### src/rtl/cfgx_pkg.sv
package cfgx_pkg;
  localparam int unsigned CFGX_DW   = 32;
  localparam int unsigned CFGX_BE_W = CFGX_DW / 8;

  typedef enum logic [1:0] {
    CFGX_SZ_B1  = 2'd0,
    CFGX_SZ_B2  = 2'd1,
    CFGX_SZ_B4  = 2'd2,
    CFGX_SZ_B4X = 2'd3
  } cfgx_size_e;
endpackage

### src/rtl/cfgx_rst_sync.sv
module cfgx_rst_sync (
  input  logic clk,
  input  logic rst_n,
  output logic rst_n_s
);
  logic [1:0] sync_q;

  always_ff @(posedge clk or negedge rst_n) begin
    if (!rst_n) sync_q <= 2'b00;
    else        sync_q <= {sync_q[0], 1'b1};
  end

  assign rst_n_s = sync_q[1];
endmodule

### src/rtl/cfgx_lane_ctl.sv
module cfgx_lane_ctl
  import cfgx_pkg::*;
(
  input  logic [1:0]           lane_ofs,
  input  logic [1:0]           size,
  input  logic [CFGX_DW-1:0]   wdata_in,
  input  logic [CFGX_DW-1:0]   rdata_raw,
  output logic [CFGX_BE_W-1:0] be,
  output logic [CFGX_DW-1:0]   wdata_lane,
  output logic [CFGX_DW-1:0]   rdata_out
);
  logic [1:0]           lane;
  logic [CFGX_BE_W-1:0] be_base;
  logic [CFGX_DW-1:0]   keep_mask;
  logic [4:0]           sh;

  always_comb begin
    unique case (cfgx_size_e'(size))
      CFGX_SZ_B1: begin
        lane      = lane_ofs;
        be_base   = 4'b0001;
        keep_mask = 32'h0000_00FF;
      end
      CFGX_SZ_B2: begin
        lane      = {lane_ofs[1], 1'b0};
        be_base   = 4'b0011;
        keep_mask = 32'h0000_FFFF;
      end
      default: begin
        lane      = 2'd0;
        be_base   = 4'b1111;
        keep_mask = 32'hFFFF_FFFF;
      end
    endcase
    sh         = {lane, 3'b000};
    be         = be_base << lane;
    wdata_lane = (wdata_in & keep_mask) << sh;
    rdata_out  = (rdata_raw >> sh) & keep_mask;
  end
endmodule

### src/rtl/cfgx_slot_find.sv
module cfgx_slot_find #(
  parameter int unsigned W  = 32,
  parameter int unsigned LO = 11
) (
  input  logic [W-1:0]         word,
  output logic                 found,
  output logic [$clog2(W)-1:0] pos
);
  localparam int unsigned PW = $clog2(W);

  logic [W-1:LO] hit;

  genvar gi;
  generate
    for (gi = LO; gi < W; gi++) begin : g_hit
      if (gi == LO) begin : g_first
        assign hit[gi] = word[gi];
      end else begin : g_rest
        assign hit[gi] = word[gi] & ~(|word[gi-1:LO]);
      end
    end
  endgenerate

  always_comb begin
    pos = '0;
    for (int k = LO; k < W; k++) begin
      if (hit[k]) pos = pos | PW'(k);
    end
  end

  assign found = |word[W-1:LO];
endmodule

### src/rtl/cfgx_addr_decode.sv
module cfgx_addr_decode
  import cfgx_pkg::*;
#(
  parameter int unsigned SLOT_LO = 11
) (
  input  logic [CFGX_DW-1:0] idx_word,
  input  logic [2:0]         acc_ofs,
  output logic               fwd_ok,
  output logic [CFGX_DW-1:0] fwd_addr
);
  localparam int unsigned PW = $clog2(CFGX_DW);

  logic          slot_found;
  logic [PW-1:0] slot_pos;

  cfgx_slot_find #(.W(CFGX_DW), .LO(SLOT_LO)) u_slot (
    .word  (idx_word),
    .found (slot_found),
    .pos   (slot_pos)
  );

  always_comb begin
    fwd_ok   = 1'b1;
    fwd_addr = '0;
    if (idx_word[CFGX_DW-1]) begin
      fwd_addr = idx_word | {{(CFGX_DW-2){1'b0}}, acc_ofs[1:0]};
    end else if (idx_word[0]) begin
      fwd_addr = {idx_word[CFGX_DW-1:3], acc_ofs};
    end else if (slot_found) begin
      fwd_addr[CFGX_DW-1] = 1'b1;
      fwd_addr[15:11]     = slot_pos;
      fwd_addr[10:8]      = idx_word[10:8];
      fwd_addr[7:3]       = idx_word[7:3];
      fwd_addr[2:0]       = acc_ofs;
    end else begin
      fwd_ok = 1'b0;
    end
  end
endmodule

### src/rtl/cfgx_index_reg.sv
module cfgx_index_reg
  import cfgx_pkg::*;
(
  input  logic                 clk,
  input  logic                 rst_n,
  input  logic                 wr_en,
  input  logic [CFGX_BE_W-1:0] be,
  input  logic [CFGX_DW-1:0]   wdata_lane,
  output logic [CFGX_DW-1:0]   q
);
  logic [CFGX_DW-1:0] d;

  genvar gb;
  generate
    for (gb = 0; gb < CFGX_BE_W; gb++) begin : g_byte
      assign d[gb*8 +: 8] = be[gb] ? wdata_lane[gb*8 +: 8] : q[gb*8 +: 8];
    end
  endgenerate

  always_ff @(posedge clk or negedge rst_n) begin
    if (!rst_n)     q <= '0;
    else if (wr_en) q <= d;
  end
endmodule

### src/rtl/cfgx_xlate.sv
module cfgx_xlate
  import cfgx_pkg::*;
#(
  parameter int unsigned OFS_W   = 12,
  parameter int unsigned SLOT_LO = 11
) (
  input  logic             clk,
  input  logic             rst_n,
  input  logic             req_valid,
  input  logic             req_win,
  input  logic             req_write,
  input  logic [1:0]       req_size,
  input  logic [OFS_W-1:0] req_offset,
  input  logic [31:0]      req_wdata,
  output logic             rsp_ready,
  output logic [31:0]      rsp_rdata,
  output logic             cfg_valid,
  output logic             cfg_write,
  output logic [31:0]      cfg_addr,
  output logic [3:0]       cfg_be,
  output logic [31:0]      cfg_wdata,
  input  logic [31:0]      cfg_rdata
);
  logic                 rst_n_s;
  logic [CFGX_DW-1:0]   idx_q;
  logic                 dec_ok;
  logic [CFGX_DW-1:0]   dec_addr;
  logic [CFGX_BE_W-1:0] lane_be;
  logic [CFGX_DW-1:0]   lane_wdata;
  logic [CFGX_DW-1:0]   rd_raw;
  logic [CFGX_DW-1:0]   rd_lane;
  logic                 idx_we;
  logic                 rsp_en;
  logic                 rdy_d;
  logic [CFGX_DW-1:0]   rdata_d;
  logic                 unused_ofs_hi;

  assign unused_ofs_hi = ^req_offset[OFS_W-1:3];

  cfgx_rst_sync u_rst (
    .clk     (clk),
    .rst_n   (rst_n),
    .rst_n_s (rst_n_s)
  );

  cfgx_addr_decode #(.SLOT_LO(SLOT_LO)) u_dec (
    .idx_word (idx_q),
    .acc_ofs  (req_offset[2:0]),
    .fwd_ok   (dec_ok),
    .fwd_addr (dec_addr)
  );

  cfgx_lane_ctl u_lane (
    .lane_ofs   (req_offset[1:0]),
    .size       (req_size),
    .wdata_in   (req_wdata),
    .rdata_raw  (rd_raw),
    .be         (lane_be),
    .wdata_lane (lane_wdata),
    .rdata_out  (rd_lane)
  );

  assign idx_we = req_valid & ~req_win & req_write;

  cfgx_index_reg u_idx (
    .clk        (clk),
    .rst_n      (rst_n_s),
    .wr_en      (idx_we),
    .be         (lane_be),
    .wdata_lane (lane_wdata),
    .q          (idx_q)
  );

  always_comb begin
    rd_raw    = req_win ? (dec_ok ? cfg_rdata : '1) : idx_q;
    cfg_valid = req_valid & req_win & dec_ok;
    cfg_write = req_write;
    cfg_addr  = dec_addr;
    cfg_be    = lane_be;
    cfg_wdata = lane_wdata;
  end

  always_comb begin
    rsp_en  = req_valid | rsp_ready;
    rdy_d   = req_valid;
    rdata_d = (req_valid && !req_write) ? rd_lane : '0;
  end

  always_ff @(posedge clk or negedge rst_n_s) begin
    if (!rst_n_s) begin
      rsp_ready <= 1'b0;
      rsp_rdata <= '0;
    end else if (rsp_en) begin
      rsp_ready <= rdy_d;
      rsp_rdata <= rdata_d;
    end
  end
endmodule

### config.mk
export PLATFORM = sky130hd
export DESIGN_NAME = cfgx_xlate
export DESIGN_NICKNAME = d
export VERILOG_FILES = /design/src/rtl/cfgx_pkg.sv /design/src/rtl/cfgx_rst_sync.sv /design/src/rtl/cfgx_lane_ctl.sv /design/src/rtl/cfgx_slot_find.sv /design/src/rtl/cfgx_addr_decode.sv /design/src/rtl/cfgx_index_reg.sv /design/src/rtl/cfgx_xlate.sv
export SDC_FILE = /design/constraint.sdc
export NUM_CORES = 1
export LEC_CHECK = 0
export BUFFER_PORTS_ARGS = -buffer_cell sky130_fd_sc_hd__buf_4
export CORE_MARGIN = 5
export CORE_UTILIZATION = 40
export DETAILED_ROUTE_END_ITERATION = 6
export PLACE_DENSITY = 0.7
export SLEW_MARGIN = 10
export SYNTH_ARGS = -nofsm -noshare
export SYNTH_HDL_FRONTEND = slang
export SYNTH_SLANG_ARGS = --single-unit
### constraint.sdc
create_clock -name clk -period 2.9 [get_ports clk]
set_input_delay 0.435 -clock clk [delete_from_list [all_inputs] [get_ports clk]]
set_output_delay 0.435 -clock clk [all_outputs]
set_load 0.01 [all_outputs]
==> out/metrics.yaml <==
power:
  p_per_area_mw_per_mm2: 552.2
  leakagePower_uw: 0.002894
  vdd_drop_max_v: 0.0002560
synth:
  netlist_instances: 469
  yosys_warnings: 0
  synth-async-reset-ratio: 1.000
  avgSynthCellArea_um2: 8.860
  synth_flop_cell: "dfrtp_1"
  synth_edf_count: 0
  yosys.cell_types.count: 49
  synth_seq_cells: 67
  synth_seq_area_share: 0.4035
  synth_area_mm2: 0.004155
  syn_nets: 552
global_route:
  overflow: 0
  antenna_found_initial: 0
  grt_use_total: 0.2571
  grt_max_degree: 34
  grt_pass1_wl_um: 25440
  grt_pass1_vias: 4398
layout:
  drive_above_1_share: 0.4071
  final_common_cell: "buf_4"
  final_design_area_no_fill_mm2: 0.005894
  area.growth.synth_to_final_pct: 41.85
  multi_input_area_mm2: 0.002326
  mostFrequentLayoutCells: "buf_4 (198), dfrtp_1 (65), nor2_1 (53), nand2_1 (53), o21ai_0 (32)"
  diodes: 0
  final_nets: 729
  fillCellCount: 950
  finish.utilization: 0.5761
  seqCellArea_mm2: 0.001679
clock_network:
  cts_root_buf: "clkbuf_8"
  htreeDepth: 3
  cts_tree: "built"
  cts_buffer_depth: 2
  cts.sinks: 67
  post_cts_buffers: 0
  insertion_delay_ps: 350
  clk_pin_slew_worst_paths_ps: 80
  cts_buffers: 9
routing:
  wl_per_cell_um: 20.99
  detailroute.via_count: 4504
  drcViolationCount: 0
  vias_per_cell: 5.723
  drt_iter0_drc: 289
  wl_um: 16520
  firstDrtPassIters: 7
  ant_nets: 0
run:
  maxCapViolations: 0
place:
  io_buffers: 176
  dp_hpwl_um: 12820
  dp_slack_ps: 392.6
  place_area_mm2: 0.005680
  routabilityCongestion: 0.9295
critical_path:
  cp_max_fo: 8
  r2r_end: "rsp_rdata[8]$_DFFE_PN0P_"
  path_cells: "or4_4 -> or4_4 -> a221oi_1 -> nor2_1 -> buf_4"
  cp_common_cell: "or4_4"
  crit_arrival_ps: 2340
  crit_type: "register to output pin"
  max_stage_delay_ps: 520
  r2r_slack_ps: 510
  crit_path_end_kind: "output pin"
  crit_buf_inv: 1
  crit_family: "simple AND/OR/NAND/NOR gates"
  cp-start-kind: "register"
  worstRegToRegCells: 5
  cp.required_ps: 2470
  crit_slowest_cell: "or4_4"
  r2r-start: "u_idx.q[28]$_DFFE_PN0P_"
min_path:
  hold_depth: 1
  whs_endpoint: "rsp_ready$_DFFE_PN0P_"
  hold_path_startpoint: "req_valid"
  holdCritPathClass: "input pin to register"
sta:
  setup_viol: 0
  layout_setup_ws_ps: 121.9
  hold_violations: 0
  fin_crit_ps: 2778
  fin_worst_skew_ps: 14.06
  rsz0062_at_grt: "yes"
  fmax_mhz: 360.0
  slew_viol_final: 0
  worstMarginPinSlew_ps: 757.9
  slew_headroom: 0.4876
  period_share: 0.9580
floorplan:
  rows: 37
  die_w_um: 111.9
  die_h_um: 111.9
  start_util: 0.4061
  dieArea_mm2: 0.01253
  io_pins: 186
  core_mm2: 0.01023
outcome:
  status: "finished, final reports clean"
-- layer usage --
| layer | up-vias | wire length (um) | global-route usage |
|---|---|---|---|
| li1 | 2056 | - | - |
| met1 | 2184 | 7010 | 0.3556 |
| met2 | 236 | 7693 | 0.4049 |
| met4 | 0 | 374 | 0.08110 |
| met5 | - | 0 | 0 |
| met3 | 28 | 1442 | 0.05326 |
-- area by class of cell --
| type | count | share of cell area |
|---|---|---|
| multi-input combinational | 359 | 0.3946 |
| clock inverter | 5 | 0.009128 |
| inverter | 10 | 0.006368 |
| sequential | 67 | 0.2849 |
| tap | 136 | 0.02887 |
| clock buffer | 11 | 0.02229 |
| timing repair buffer | 199 | 0.2539 |
-- metrics by stage --
step	TNS, ps	hold slack [ps]	power [uW]	instances
2_1_floorplan	0	139.4	1839	469
3_3_place_gp	0	218.5	2471	770
3_5_place_dp	0	218.9	2483	770
4_1_cts	0	227.6	3239	787
5_1_grt	-27.80	233.5	3415	787
6_report	0	232.0	3255	787
-- cell usage after synthesis, types with 2 or more instances --
cell,count,area share
dfrtp_1,67,0.40
nand2_1,54,0.049
nor2_1,54,0.049
o21ai_0,32,0.039
mux2_2,30,0.081
a21oi_1,28,0.034
clkbuf_1,27,0.024
o22ai_1,23,0.035
and2_1,21,0.032
inv_1,10,0.0090
nor2b_1,10,0.015
a21o_1,9,0.016
a22o_1,9,0.019
a221oi_1,8,0.017
and3_1,8,0.012
mux4_2,7,0.038
o21a_1,7,0.013
o21ai_1,7,0.0084
o221ai_1,7,0.015
a31oi_1,5,0.0075
nand2b_1,5,0.0075
nor4_1,5,0.0075
nand3_1,3,0.0036
buf_1,2,0.0018
buf_6,2,0.0054
nor3_1,2,0.0024
nor3b_1,2,0.0036
o211ai_1,2,0.0036
or2_2,2,0.0030
or4_4,2,0.0054
-- report_power, final --
part	internal, uW	total (uW)	switching, uW
combinational	612	1230	615
sequential	1070	1260	197
clock	395	765	369
total	2070	3250	1180
-- sequential cells by signal, indices dropped and copies added, names as in the netlist --
signal and flops:
rsp_rdata 32, u_rst.sync_q 2, u_idx.q 32, rsp_ready 1
-- worst reg2reg max path: stages (launching register included) --
cell      delay, ps
dfrtp_2         480
or4_4           520
or4_4           470
or4_4           540
a211oi_2        210
a211o_2         120
-- logic make-up (layout without fill, tap and decap cells) --
logic type | Yosys count | in the layout | share of synthesized area
mux | 39 | 39 | 0.1280
compound gates | 145 | 145 | 0.2240
other cells | 1 | 1 | 0.0009025
buf+inv | 43 | 225 | 0.04366
simple gates | 174 | 174 | 0.1999
flops | 67 | 67 | 0.4035
-- worst max-delay path by stage --
stage	from	end	slack (ps)	cells after the start
2_1_floorplan	u_idx.q[26]$_DFFE_PN0P_	rsp_rdata[8]$_DFFE_PN0P_	470	8
3_3_place_gp	u_idx.q[28]$_DFFE_PN0P_	cfg_addr[15]	380	5
3_5_place_dp	u_idx.q[28]$_DFFE_PN0P_	cfg_addr[15]	390	5
4_1_cts	u_idx.q[28]$_DFFE_PN0P_	cfg_addr[15]	20	5
5_1_grt	u_idx.q[12]$_DFFE_PN0P_	cfg_addr[12]	-30	6
6_report	u_idx.q[28]$_DFFE_PN0P_	cfg_addr[15]	120	5
-- repair_timing --
item	in CTS	in global routing
resized for setup	0	5
hold endpoints to repair	2	0
hold buffers	1	0
endpoints found under the setup margin	0	14
No activity file was read; power rests on OpenSTA's default activity.
